File: config.mk
export PLATFORM = sky130hd
export DESIGN_NAME = aou_line_monitor
export DESIGN_NICKNAME = d
export VERILOG_FILES = /design/src/rtl/aou_pkg.sv /design/src/rtl/aou_tag_array.sv /design/src/rtl/aou_alert_ctrl.sv /design/src/rtl/aou_line_monitor.sv
export SDC_FILE = /design/constraint.sdc
export NUM_CORES = 1
export LEC_CHECK = 0
export ABC_AREA = 1
export CELL_PAD_IN_SITES_DETAIL_PLACEMENT = 1
export CELL_PAD_IN_SITES_GLOBAL_PLACEMENT = 2
export CORE_MARGIN = 5
export CORE_UTILIZATION = 30
export DETAILED_ROUTE_END_ITERATION = 10
export PLACE_DENSITY_LB_ADDON = 0.08
export SYNTH_ARGS = -nofsm -noshare
export SYNTH_HDL_FRONTEND = slang
export SYNTH_HIERARCHICAL = 1
export SYNTH_SLANG_ARGS = --single-unit
File: constraint.sdc
create_clock -name clk -period 3.7 [get_ports clk]
set_input_delay 0.37 -clock clk [delete_from_list [all_inputs] [get_ports clk]]
set_output_delay 0.37 -clock clk [all_outputs]
set_load 0.01 [all_outputs]
File: src/rtl/aou_pkg.sv
// Shared definitions for the alert-on-update line monitor.
// Assumes: cause encoding is visible on the top-level port as a single bit.
package aou_pkg;
    typedef enum logic {
        CAUSE_COH = 1'b0,   // remote exclusive request took the line
        CAUSE_CAP = 1'b1    // local fill replaced the line
    } aou_cause_e;
endpackage

File: src/rtl/aou_tag_array.sv
// Direct-mapped tag array with a watch bit per line; reports lost-tracking events.
// Assumes: LINES is a power of two >= 2; line address = {tag, index}.
// An invalidation is applied before a same-cycle request to the same index.
module aou_tag_array #(
    parameter int LINES  = 8,
    parameter int ADDR_W = 16
) (
    input  logic              clk,
    input  logic              rst_n,
    input  logic              req_valid,
    input  logic              req_mark,
    input  logic [ADDR_W-1:0] req_line,
    input  logic              inv_valid,
    input  logic [ADDR_W-1:0] inv_line,
    input  logic              clear_all,
    output logic              coh_evt,
    output logic [ADDR_W-1:0] coh_line,
    output logic              cap_evt,
    output logic [ADDR_W-1:0] cap_line
);
    localparam int IDX_W = $clog2(LINES);
    localparam int TAG_W = ADDR_W - IDX_W;

    logic [TAG_W-1:0] tag_q [LINES];
    logic [LINES-1:0] vld_q;
    logic [LINES-1:0] mark_q;

    logic [IDX_W-1:0] req_idx, inv_idx;
    logic [TAG_W-1:0] req_tag, inv_tag;
    logic             req_hit, inv_hit;

    // Split addresses and look both ports up against the stored tags.
    always_comb begin
        req_idx = req_line[IDX_W-1:0];
        req_tag = req_line[ADDR_W-1:IDX_W];
        inv_idx = inv_line[IDX_W-1:0];
        inv_tag = inv_line[ADDR_W-1:IDX_W];
        req_hit = vld_q[req_idx] && (tag_q[req_idx] == req_tag);
        inv_hit = vld_q[inv_idx] && (tag_q[inv_idx] == inv_tag);
    end

    // Detect a watched line losing tracking by invalidation or by replacement.
    always_comb begin
        coh_evt  = inv_valid && inv_hit && mark_q[inv_idx];
        coh_line = inv_line;
        cap_evt  = req_valid && !req_hit && vld_q[req_idx] && mark_q[req_idx];
        cap_line = {tag_q[req_idx], req_idx};
    end

    // Update valid and watch bits: clear-all, then invalidation, then request.
    always_ff @(posedge clk) begin
        if (!rst_n) begin
            vld_q  <= '0;
            mark_q <= '0;
        end else begin
            if (clear_all) begin
                mark_q <= '0;
            end
            if (inv_valid && inv_hit) begin
                vld_q[inv_idx]  <= 1'b0;
                mark_q[inv_idx] <= 1'b0;
            end
            if (req_valid) begin
                vld_q[req_idx]  <= 1'b1;
                mark_q[req_idx] <= req_mark |
                                   (req_hit && mark_q[req_idx] && !clear_all);
            end
        end
    end

    // Store the tag of every line a request allocates or hits.
    always_ff @(posedge clk) begin
        if (req_valid) begin
            tag_q[req_idx] <= req_tag;
        end
    end

    // a line that raised a coherence event is gone; a repeat cannot alert.
    a_r10_line_dropped: assert property (@(posedge clk) disable iff (!rst_n)
        (coh_evt && !(req_valid && req_line == inv_line))
        |=> !(coh_evt && coh_line == $past(coh_line)));

    // after a clear with no new request, no line is watched.
    a_r8_clear_all: assert property (@(posedge clk) disable iff (!rst_n)
        (clear_all && !req_valid) |=> !(coh_evt || cap_evt));

    // a replaced line shares the request's index but not its address.
    a_r4_cap_same_index: assert property (@(posedge clk) disable iff (!rst_n)
        cap_evt |-> (cap_line[IDX_W-1:0] == req_line[IDX_W-1:0]) &&
                    (cap_line != req_line));
endmodule

File: src/rtl/aou_alert_ctrl.sv
// Alert controller: masks, holds one pending event, and delivers vectored alerts.
// Assumes: coherence outranks capacity in the same cycle; only the first event
// seen while masked is kept.
module aou_alert_ctrl
    import aou_pkg::*;
#(
    parameter int ADDR_W = 16,
    parameter int PC_W   = 32
) (
    input  logic              clk,
    input  logic              rst_n,
    input  logic              coh_evt,
    input  logic [ADDR_W-1:0] coh_line,
    input  logic              cap_evt,
    input  logic [ADDR_W-1:0] cap_line,
    input  logic              alert_exit,
    input  logic              hdl_wr,
    input  logic [PC_W-1:0]   hdl_wdata,
    output logic              alert_valid,
    output aou_cause_e        alert_cause,
    output logic [ADDR_W-1:0] alert_line,
    output logic [PC_W-1:0]   alert_target
);
    logic              masked_q;
    logic              pend_q;
    aou_cause_e        pend_cause_q;
    logic [ADDR_W-1:0] pend_line_q;
    logic [PC_W-1:0]   handler_q;

    logic              new_evt;
    aou_cause_e        new_cause;
    logic [ADDR_W-1:0] new_line;
    logic              open_now, take_pend, take_new, hold_new;

    // Merge this cycle's events with coherence first and choose the action.
    always_comb begin
        new_evt   = coh_evt || cap_evt;
        new_cause = coh_evt ? CAUSE_COH : CAUSE_CAP;
        new_line  = coh_evt ? coh_line : cap_line;
        open_now  = !masked_q || alert_exit;
        take_pend = masked_q && alert_exit && pend_q;
        take_new  = open_now && !take_pend && new_evt;
        hold_new  = new_evt && ((masked_q && !alert_exit && !pend_q) || take_pend);
    end

    // Software-written handler address.
    always_ff @(posedge clk) begin
        if (!rst_n) begin
            handler_q <= '0;
        end else if (hdl_wr) begin
            handler_q <= hdl_wdata;
        end
    end

    // Mask state and the single pending slot.
    always_ff @(posedge clk) begin
        if (!rst_n) begin
            masked_q     <= 1'b0;
            pend_q       <= 1'b0;
            pend_cause_q <= CAUSE_COH;
            pend_line_q  <= '0;
        end else begin
            if (take_pend || take_new) begin
                masked_q <= 1'b1;
            end else if (alert_exit) begin
                masked_q <= 1'b0;
            end
            if (hold_new) begin
                pend_q       <= 1'b1;
                pend_cause_q <= new_cause;
                pend_line_q  <= new_line;
            end else if (take_pend) begin
                pend_q <= 1'b0;
            end
        end
    end

    // Alert outputs registered one cycle after the event is chosen.
    always_ff @(posedge clk) begin
        if (!rst_n) begin
            alert_valid  <= 1'b0;
            alert_cause  <= CAUSE_COH;
            alert_line   <= '0;
            alert_target <= '0;
        end else begin
            alert_valid <= take_pend || take_new;
            if (take_pend) begin
                alert_cause  <= pend_cause_q;
                alert_line   <= pend_line_q;
                alert_target <= handler_q;
            end else if (take_new) begin
                alert_cause  <= new_cause;
                alert_line   <= new_line;
                alert_target <= handler_q;
            end
        end
    end

    // a masked period without exit never produces an alert.
    a_r6_masked_quiet: assert property (@(posedge clk) disable iff (!rst_n)
        (masked_q && !alert_exit) |=> !alert_valid);

    // a delivered alert leaves the controller masked.
    a_r6_mask_after_alert: assert property (@(posedge clk) disable iff (!rst_n)
        alert_valid |-> masked_q);

    // the target is the handler register value seen when the alert was taken.
    a_r5_target: assert property (@(posedge clk) disable iff (!rst_n)
        alert_valid |-> alert_target == $past(handler_q));

    // exit with a pending event delivers it on the next cycle.
    a_r7_pending_delivery: assert property (@(posedge clk) disable iff (!rst_n)
        (masked_q && alert_exit && pend_q)
        |=> alert_valid && alert_line == $past(pend_line_q));

    // simultaneous events while unmasked deliver the coherence cause.
    a_r9_coh_priority: assert property (@(posedge clk) disable iff (!rst_n)
        (coh_evt && cap_evt && !masked_q)
        |=> alert_valid && alert_cause == CAUSE_COH);
endmodule

File: src/rtl/aou_line_monitor.sv
// Top: watched-line tag array plus alert controller for one processor.
// Assumes: one load and one invalidation per cycle at most; LINES power of two.
module aou_line_monitor #(
    parameter int LINES  = 8,
    parameter int ADDR_W = 16,
    parameter int PC_W   = 32
) (
    input  logic              clk,
    input  logic              rst_n,
    input  logic              req_valid,
    input  logic              req_mark,
    input  logic [ADDR_W-1:0] req_line,
    input  logic              inv_valid,
    input  logic [ADDR_W-1:0] inv_line,
    input  logic              clear_all,
    input  logic              hdl_wr,
    input  logic [PC_W-1:0]   hdl_wdata,
    input  logic              alert_exit,
    output logic              alert_valid,
    output logic              alert_cause,
    output logic [ADDR_W-1:0] alert_line,
    output logic [PC_W-1:0]   alert_target
);
    logic              coh_evt, cap_evt;
    logic [ADDR_W-1:0] coh_line, cap_line;
    aou_pkg::aou_cause_e cause_e;

    aou_tag_array #(.LINES(LINES), .ADDR_W(ADDR_W)) u_tags (
        .clk       (clk),
        .rst_n     (rst_n),
        .req_valid (req_valid),
        .req_mark  (req_mark),
        .req_line  (req_line),
        .inv_valid (inv_valid),
        .inv_line  (inv_line),
        .clear_all (clear_all),
        .coh_evt   (coh_evt),
        .coh_line  (coh_line),
        .cap_evt   (cap_evt),
        .cap_line  (cap_line)
    );

    aou_alert_ctrl #(.ADDR_W(ADDR_W), .PC_W(PC_W)) u_ctrl (
        .clk          (clk),
        .rst_n        (rst_n),
        .coh_evt      (coh_evt),
        .coh_line     (coh_line),
        .cap_evt      (cap_evt),
        .cap_line     (cap_line),
        .alert_exit   (alert_exit),
        .hdl_wr       (hdl_wr),
        .hdl_wdata    (hdl_wdata),
        .alert_valid  (alert_valid),
        .alert_cause  (cause_e),
        .alert_line   (alert_line),
        .alert_target (alert_target)
    );

    assign alert_cause = cause_e;
endmodule

==> reports/metrics.cfg, run 1 <==
[outcome]
outcome = completed

[worst_setup_path]
max_stage_delay_ns = 0.43
crit_buf_inv = 7
r2r_cells = 22
crit_top_cell = nand2_1
crit_path_start_kind = input port
cp_cell_sequence = clkdlybuf4s50_1 -> inv_2 -> buf_4 -> nand2_1 -> nand2_1 -> nand2_1 -> nand3_1 -> nand2_1 -> nor2_1 -> nand2_1 -> nor2_2 -> nand2_1 -> nor4_2 -> buf_4 -> inv_6 -> nand2_8 -> nand2_2 -> nand2_4 -> inv_4 -> buf_4 -> nor2_1 -> nor2_1
arrival_ns = 3.57
cp_slowest_cell = clkdlybuf4s50_1
crit_fanout = 19
worstSetupPathType = input port to flip-flop
critPathRequiredTime_ns = 4.16
rrSetupSlack_ns = 0.76
r2r_end = u_ctrl/alert_target[1]
crit_family = buffers and inverters
end_kind = flip-flop
r2r-start = u_tags/tag_q[6][6]

[clocking]
cts_hold_buf = 0
cts_buffer_depth = 3
clock_latency_ns = 0.57
cts_tree = built
clkSinkCount = 221
htree_levels = 1
cts-root-buf = clkbuf_16
cts_resized = 0
cts_made_buffers = 28
path_clk_slew_ns = 0.06
post_cts_buffers = 0

[synthesis]
yosysWarnings = 6
synth_area_per_cell_um2 = 7.11
ys_top_cells_by_count = 545 x nand2_1, 235 x inv_1, 207 x nor2_1
synthDistinctLibCells = 38
ys_seq_area_share_pct = 47.1
synth_compound_area_share_pct = 6.56
syn_inst = 1631
ys.flop_type = dfxtp_1
yosys_register_bits = 221
synth_top_family_by_area = simple AND/OR/NAND/NOR gates
synth_edf_count = 104
postSynth.asyncResetShare_pct = 0
syn_area_um2 = 11600
synth.top_cells.by_area = edfxtp_1 27%, dfxtp_1 20%, nand2_1 18%, inv_1 7.6%, nor2_1 6.7%
yosysMostFrequentCell = nand2_1
synth_top_cell_by_area = edfxtp_1
synthAdderAreaFrac_pct = 0
syn_nets = 1703
synth_xor_area_share_pct = 0
synthSimpleGateAreaFrac_pct = 33.4
yosysTopAreaCellShare_pct = 26.9
synthMuxAreaShare_pct = 0

[min_path]
whs_path_depth = 3
holdCritPathClass = input port to flip-flop
hold_start = rst_n
hold_end = u_ctrl/pend_line_q[3]

[routing]
drtPass1Iterations = 5
routed_wl_um = 42000
vias = 10500
wl_per_cell_um = 18.3
route.detailed.drc = 0
ant_nets = 0
vias_per_cell = 4.58
first_iter_violations = 461

[floorplan]
rows = 72
start_util_pct = 30.1
die_x_um = 207
dieHeight_um = 207
core_um2 = 38500
die_area_um2 = 42700
ios = 122

[timing]
final_hold_viol_count = 0
clock.fmax_mhz = 321
holdWs_ns = 0.339
clock-skew-final_ns = 0.0294
fin_crit_sh_pct = 84.2
tns_ns = 0
slew_viol_final = 0
worst_slew_pin_slew_ns = 0.664
fin_ws_ns = 0.583
slew_headroom_pct = 55.7
period_needed_ns = 3.12
final-setup-viol-count = 0
rsz0062_at_grt = no

[global_routing]
grt_use_met2_pct = 33.0
grt_max_degree = 66
grt_pass1_vias = 10900
grt_pass1_wl_um = 64300
grt_util_met1_pct = 27.3
track_usage_pct = 19.6
grt.busiest_layer = met2
antenna_found_initial = 1
grtUsageMet3_pct = 2.20
overflow = 0

[finish]
area_growth_pct = 25.1
drive_above_1_share_pct = 10.1
fin_area_um2 = 14500
fin_nets = 1822
nFillCells = 4753
antenna_cells = 0

[placed_design]
placed_area_um2 = 13500
post-place-ws_ns = 0.00328
place.gp.congestion = 0.825
post-dp-hpwl_um = 29600
io_buffers = 121

[job]
drv_cap = 0

[power_and_ir_drop]
static-leakage-power_nw = 6.83
powerDensity_nw_per_um2 = 445
max-vdd-ir-drop_mv = 0.483

## routing by layer
metal,routed length (um),vias up
li1,-,5263
met3,1260,42
met2,19900,137
met1,20200,5046
met4,632,2
met5,13,-
## worst reg2reg max path: cells and delay by family, from the launching register on
family	cells	cell delay, ns
buffers and inverters	4	0.53
DFF	1	0.40
and+or+nand+nor	18	1.89
## stage by stage
| stage | power, W | instances | utilization, % |
|---|---|---|---|
| 2_1_floorplan | 0.00318 | 1631 | - |
| 3_3_place_gp | 0.00357 | 2238 | 35.1 |
| 3_5_place_dp | 0.00358 | 2238 | 35.1 |
| 4_1_cts | 0.00658 | 2290 | 37.7 |
| 5_1_grt | 0.00676 | 2290 | 37.7 |
| 6_report | 0.00646 | 2290 | 37.7 |
## power by group
| part | internal, W | switching (W) |
|---|---|---|
| Sequential | 0.00265 | 0.0000421 |
| Combinational | 0.000304 | 0.000518 |
| Clock | 0.00183 | 0.00112 |
## final cells by class
class                      count  area (um^2)  area share, %
timing repair buffer         182         1780           12.3
inverter                     253          957           6.60
tap                          518          648           4.47
clock inverter                16          193           1.33
sequential                   221         5470           37.7
multi-input combinational   1064         4660           32.1
clock buffer                  36          813           5.60
## placed cells by master, fill, tap and decap left out, drive strengths merged
cell type,count
o211ai,3
o21ai,99
a32o,1
nand3,112
clkinv,14
o2111ai,1
inv,251
nor4,1
nor3,7
edfxtp,104
o22ai,5
nand3b,3
dfxtp,117
a21oi,36
clkdlybuf4s50,118
nand2,562
clkbuf,36
o221ai,1
nor2,216
bufinv,4
buf,64
nand4,17
## worst max path at each step
stage / startpoint / to / slack, ns / cells after the start
floorplan: inv_line[2] / u_ctrl/alert_line[10] / 0.98 / 21
global placement: inv_line[2] / u_ctrl/pend_line_q[14] / 0.02 / 17
finish: inv_line[1] / u_ctrl/alert_target[1] / 0.58 / 22
CTS: inv_line[2] / u_ctrl/alert_line[2] / 0.60 / 19
detailed placement: inv_line[2] / u_ctrl/alert_line[2] / 0.003 / 19
global route: inv_line[1] / u_ctrl/alert_line[9] / 0.26 / 22
## flip-flops by register name, summed over array words and instances, names as in the netlist
name	count
u_ctrl/alert_cause	1
u_ctrl/alert_line	16
u_ctrl/alert_target	32
u_ctrl/alert_valid	1
u_ctrl/handler_q	32
u_ctrl/masked_q	1
u_ctrl/pend_cause_q	1
u_ctrl/pend_line_q	16
u_ctrl/pend_q	1
u_tags/mark_q	8
u_tags/tag_q	104
u_tags/vld_q	8
## kinds of logic (layout without fill, tap and decap cells)
group	after synthesis	in the layout
AND/OR/NAND/NOR	918	918
buffers and inverters	346	487
flip-flops	221	221
AO/OA/AOI/OAI	146	146
(Power assumes the default switching activity.)
==> run 2, diff against run 1 <==
==> constraint.sdc (replaced) <==
create_clock -name clk -period 2.9 [get_ports clk]
set_input_delay 0.29 -clock clk [delete_from_list [all_inputs] [get_ports clk]]
set_output_delay 0.29 -clock clk [all_outputs]
set_load 0.01 [all_outputs]
==> reports/metrics.cfg, run 2 (synthesis results as in run 1) <==
[finish]
instances_no_fill = 2369  ; +3.4%
seqCellArea_um2 = 5470  ; unchanged
fin_nets = 1905  ; +4.6%
multiInputGateArea_um2 = 4700  ; +0.97%
largest_reg_flops = 104  ; unchanged
area_growth_pct = 30.4
reg_top3 = u_tags/tag_q x104, u_ctrl/alert_target x32, u_ctrl/handler_q x32
antenna_cells = 0  ; unchanged
final_cell_mix = 543 x nand2_1, 234 x inv_1, 194 x nor2_1, 127 x buf_4
final_common_cell = nand2_1
drive_above_1_share_pct = 14.2  ; +4.1 points
nFillCells = 4784  ; +0.65%
regMostFlops = u_tags/tag_q

[floorplan]
core_um2 = 38500  ; unchanged
dieHeight_um = 207  ; unchanged
start_util_pct = 30.1  ; unchanged
die_area_um2 = 42700  ; unchanged
ios = 122  ; unchanged
rows = 72  ; unchanged
die_x_um = 207  ; unchanged

[routing]
ant_nets = 0  ; unchanged
route.detailed.drc = 0  ; unchanged
vias = 10900  ; +3.5%
vias_per_cell = 4.59  ; about the same
routed_wl_um = 42900  ; +2.1%
wl_per_cell_um = 18.1  ; -1.3%
first_iter_violations = 458  ; -0.65%
drtPass1Iterations = 5  ; unchanged

[power_and_ir_drop]
static-leakage-power_nw = 7.19  ; +5.2%
powerDensity_nw_per_um2 = 530  ; +19%
power_w = 0.00802  ; +24%
max-vdd-ir-drop_mv = 0.421  ; -13%

[global_routing]
track_usage_pct = 19.8  ; +0.25 points
overflow = 0  ; unchanged
grt_max_degree = 48  ; -27%
antenna_found_initial = 0  ; -1
grt_pass1_wl_um = 65400  ; +1.7%
grt_pass1_vias = 11300  ; +3.9%

[worst_setup_path]
crit_fanout = 24  ; +5
critPathRequiredTime_ns = 3.35  ; -0.81 ns
max_stage_delay_ns = 0.44  ; about the same
arrival_ns = 3.15  ; -0.42 ns
worstSetupPathType = input port to flip-flop
crit_path_start_kind = input port
cp_cell_sequence = clkdlybuf4s50_1 -> buf_6 -> buf_4 -> nor3_1 -> nand2_1 -> nand2_1 -> nor2_1 -> nand3_1 -> nand3_1 -> nor2_2 -> nand2_2 -> nor4_4 -> buf_4 -> inv_6 -> nand2_8 -> nand2_2 -> nand2_4 -> inv_6 -> buf_12 -> nor2_1 -> nor2_1
end_kind = flip-flop
cp_slowest_cell = clkdlybuf4s50_1
crit_buf_inv = 7  ; unchanged
crit_top_cell = nor2_1
crit_family = simple AND/OR/NAND/NOR gates

[min_path]
holdCritPathClass = input port to flip-flop

[placed_design]
place.gp.congestion = 0.888  ; +7.7%
io_buffers = 121  ; unchanged
post-place-ws_ns = -0.563  ; -0.567 ns
dpl.cell_count = 2318  ; +3.6%
post-dp-hpwl_um = 31800  ; +7.7%

[timing]
worst_slew_pin_slew_ns = 0.741  ; +0.0764 ns
slew_headroom_pct = 50.6  ; -5.1 points
slew_viol_final = 0  ; unchanged
fin_crit_sh_pct = 93.2
clock.fmax_mhz = 370
fin_ws_ns = 0.197  ; -0.386 ns
rsz0062_at_grt = yes
final-setup-viol-count = 0  ; unchanged
final_hold_viol_count = 0  ; unchanged
period_needed_ns = 2.70
clock-skew-final_ns = 0.0109  ; -0.0185 ns

[clocking]
cts_tree = built
cts_buffer_depth = 3  ; unchanged
path_clk_slew_ns = 0.05  ; about the same
htree_levels = 1  ; unchanged
cts_made_buffers = 28  ; unchanged
cts-root-buf = clkbuf_16
clock_latency_ns = 0.56  ; about the same
clkSinkCount = 221  ; unchanged

[job]
drv_cap = 0  ; unchanged

[outcome]
outcome = completed

## run 2: final cells by class
class / count / share of cell area [%]
timing repair buffer: 264 / 16.2
clock buffer: 40 / 5.20
sequential: 221 / 36.1
clock inverter: 8 / 0.670
multi-input combinational: 1065 / 31.1
tap: 518 / 4.29
inverter: 253 / 6.37
## run 2: repair_timing
| action | 4_1_cts | 5_1_grt |
|---|---|---|
| gates resized for setup | 0 | 15 |
| hold buffers | 0 | 0 |
| buffers inserted | 0 | 2 |
| hold endpoints to repair | 0 | 0 |
| endpoints found under the setup margin | 0 | 67 |
## run 2: through the flow
step	utilization (%)	setup TNS, ns	hold WS [ns]	area, um^2
3_5_place_dp	36.8	-33.24	0.462	14200
5_1_grt	39.3	-0.0186	0.207	15100
2_1_floorplan	-	0	0.389	11600
4_1_cts	39.1	0	0.190	15000
3_3_place_gp	36.8	-31.73	0.455	14200
6_report	39.3	0	0.198	15100
## run 2: worst min-delay path, cell delays in order
cell	delay, ns
buf_2	0.24
o21ai_0	0.13
nor2_1	0.04
## run 2: per-layer routing
metal	track usage, %	wire, um	vias to the layer above
met5	0	0	-
met4	4.11	660	0
met3	2.83	1540	43
met2	33.5	20400	146
met1	27.2	20300	5245
li1	-	-	5428
## run 2: path summary, 6_finish.rpt
kind,end,slack (ns),cells past startpoint,startpoint
worst max register to register,u_ctrl/alert_target[17],0.24,21,u_tags/tag_q[4][2]
worst min register to register,u_tags/vld_q[1],0.47,2,u_tags/vld_q[1]
worst min-delay path,u_ctrl/alert_target[29],0.20,3,rst_n
worst max-delay path,u_ctrl/alert_target[17],0.20,21,inv_line[2]
## run 2: power by group
part	leakage (nW)	internal, W	switching, W
logic	4.85	0.000466	0.000683
registers	1.90	0.00338	0.0000556
clock network	0.437	0.00205	0.00138
total	7.19	0.00590	0.00212
==> run 3, diff against run 2 <==
--- a/config.mk
+++ b/config.mk
@@ -11,6 +11,7 @@
 export CORE_MARGIN = 5
 export CORE_UTILIZATION = 30
 export DETAILED_ROUTE_END_ITERATION = 10
+export DONT_BUFFER_PORTS = 1
 export PLACE_DENSITY_LB_ADDON = 0.08
 export SYNTH_ARGS = -nofsm -noshare
 export SYNTH_HDL_FRONTEND = slang
==> constraint.sdc (replaced) <==
create_clock -name clk -period 2.9 [get_ports clk]
set_input_delay 0.29 -clock clk [delete_from_list [all_inputs] [get_ports clk]]
set_output_delay 0.29 -clock clk [all_outputs]
set_load 0.1 [all_outputs]
==> reports/metrics.cfg, run 3 (synthesis results as in run 1) <==
[placed_design]
io_buffers = 0  ; -100%
post-dp-hpwl_um = 28100  ; -12%
placed_area_um2 = 12400  ; -12%
post-place-ws_ns = -0.278  ; +0.285 ns
place.gp.congestion = 0.779  ; -12%

[worst_setup_path]
worstSetupPathType = flip-flop to flip-flop
cp_cell_sequence = nor2_1 -> nor2_1 -> nand3_1 -> nor2_2 -> nand2_2 -> nor2_2 -> nand2_2 -> nor2_4 -> nand2_2 -> nor4_4 -> buf_4 -> inv_6 -> nand2_8 -> nand2_4 -> nand2_8 -> clkinv_8 -> nor2_8 -> clkbuf_16 -> nand2_1 -> nand2_1
cp_slowest_cell = dfxtp_1
crit_top_cell = nand2_2
critPathRequiredTime_ns = 3.40  ; +0.05 ns
arrival_ns = 3.23  ; +0.08 ns
crit_path_start_kind = flip-flop
crit_fanout = 7  ; -71%
end_kind = flip-flop
max_stage_delay_ns = 0.38  ; -0.06 ns

[global_routing]
grt_pass1_vias = 10800  ; -5.0%
grt_pass1_wl_um = 65100  ; -0.42%
overflow = 0  ; unchanged
antenna_found_initial = 1  ; +1
grt_max_degree = 101  ; +110%
track_usage_pct = 19.9  ; +0.021 points

[timing]
rsz0062_at_grt = yes
final_hold_viol_count = 0  ; unchanged
fin_ws_ns = 0.176  ; -0.0202 ns
clock.fmax_mhz = 367  ; -0.74%
fin_crit_sh_pct = 93.9  ; +0.70 points
slew_headroom_pct = 29.7  ; -21 points
clock-skew-final_ns = 0.0167  ; +0.00580 ns
final-setup-viol-count = 0  ; unchanged
worst_slew_pin_slew_ns = 1.05  ; +0.313 ns
period_needed_ns = 2.72  ; +0.0202 ns
slew_viol_final = 0  ; unchanged

[clocking]
htree_levels = 1  ; unchanged
path_clk_slew_ns = 0.06  ; about the same
cts_buffer_depth = 3  ; unchanged
cts_tree = built
cts_made_buffers = 29  ; +3.6%
cts-root-buf = clkbuf_16
clock_latency_ns = 0.56  ; about the same
clkSinkCount = 221  ; unchanged

[finish]
fin_nets = 1808  ; -5.1%
antenna_cells = 0  ; unchanged
area_growth_pct = 24.9
regMostFlops = u_tags/tag_q
final_common_cell = nand2_1
drive_above_1_share_pct = 13.4  ; -0.79 points
final_cell_mix = 519 x nand2_1, 234 x inv_1, 192 x nor2_1, 116 x dfxtp_1, 104 x edfxtp_1
fin_area_um2 = 14500  ; -4.2%
largest_reg_flops = 104  ; unchanged
reg_top3 = u_tags/tag_q x104, u_ctrl/alert_target x32, u_ctrl/handler_q x32

[floorplan]
die_x_um = 207  ; unchanged
dieHeight_um = 207  ; unchanged
die_area_um2 = 42700  ; unchanged
core_um2 = 38500  ; unchanged
rows = 72  ; unchanged
start_util_pct = 30.1  ; unchanged
ios = 122  ; unchanged

[routing]
drtPass1Iterations = 4  ; -1
ant_nets = 0  ; unchanged
wl_per_cell_um = 19.1  ; +5.7%
routed_wl_um = 43600  ; +1.5%
vias = 10500  ; -3.4%
route.detailed.drc = 0  ; unchanged
first_iter_violations = 531  ; +16%
vias_per_cell = 4.61  ; +0.47%

[power_and_ir_drop]
static-leakage-power_nw = 6.90  ; -4.0%
max-vdd-ir-drop_mv = 0.415  ; -1.4%
powerDensity_nw_per_um2 = 558  ; +5.3%

[job]
drv_cap = 0  ; unchanged

[outcome]
outcome = completed

[min_path]
holdCritPathClass = input port to flip-flop

-- run 3: repair_timing --
action                     4_1_cts  5_1_grt
pin swaps                        1       32
hold buffers                    79        0
setup endpoints to repair        2       68
hold endpoints to repair       207        0
buffers inserted                 2       12
cloned                           0        3
resized for setup                1       60
-- run 3: layout make-up --
| class | instances | area (um^2) |
|---|---|---|
| fill | 4775 | 24000 |
| sequential | 221 | 5470 |
| multi-input combinational | 1065 | 4790 |
| timing repair buffer | 166 | 1690 |
| inverter | 253 | 967 |
| clock buffer | 49 | 892 |
| tap | 518 | 648 |
| clock inverter | 5 | 30.0 |
-- run 3: worst max-delay path, delay by kind of cell, from the launching register on --
kind	cells	cell delay, ns
AND/OR/NAND/NOR	16	1.76
buffers and inverters	4	0.50
flip-flops	1	0.38
-- run 3: stage by stage --
| step | total power, W | hold WS [ns] | TNS [ns] | util, % | cells |
|---|---|---|---|---|---|
| 2_1_floorplan | 0.00425 | 0.389 | 0 | - | 1631 |
| 3_3_place_gp | 0.00449 | 0.389 | -15.39 | 32.3 | 2127 |
| 3_5_place_dp | 0.00449 | 0.389 | -12.92 | 32.3 | 2127 |
| 4_1_cts | 0.00818 | 0.0141 | 0 | 36.9 | 2262 |
| 5_1_grt | 0.00844 | 0.0820 | -0.686 | 37.6 | 2277 |
| 6_report | 0.00809 | 0.0723 | 0 | 37.6 | 2277 |
-- run 3: metal layers --
layer  global-route usage [%]  routed length (um)  vias up
li1                         -                   -     5242
met1                     26.8               20100     5061
met2                     34.0               21100      140
met3                     2.97                1620       46
met4                     4.16                 751        0
met5                        0                   0        -
-- run 3: path summary, 6_finish.rpt --
| path | start | end | slack, ns | depth (start not counted) |
|---|---|---|---|---|
| max reg2reg | u_tags/vld_q[7] | u_ctrl/alert_line[13] | 0.18 | 20 |
| min reg2reg | u_tags/vld_q[4] | u_tags/vld_q[4] | 0.47 | 2 |
| max | u_tags/vld_q[7] | u_ctrl/alert_line[13] | 0.18 | 20 |
| min | inv_line[9] | u_ctrl/pend_line_q[9] | 0.07 | 6 |
-- run 3: report_power, final --
part           switching (W)  internal, W  leakage [nW]
registers           0.000217      0.00338          1.90
logic               0.000629     0.000378          4.55
clock network        0.00140      0.00208         0.455
total                0.00225      0.00584          6.90
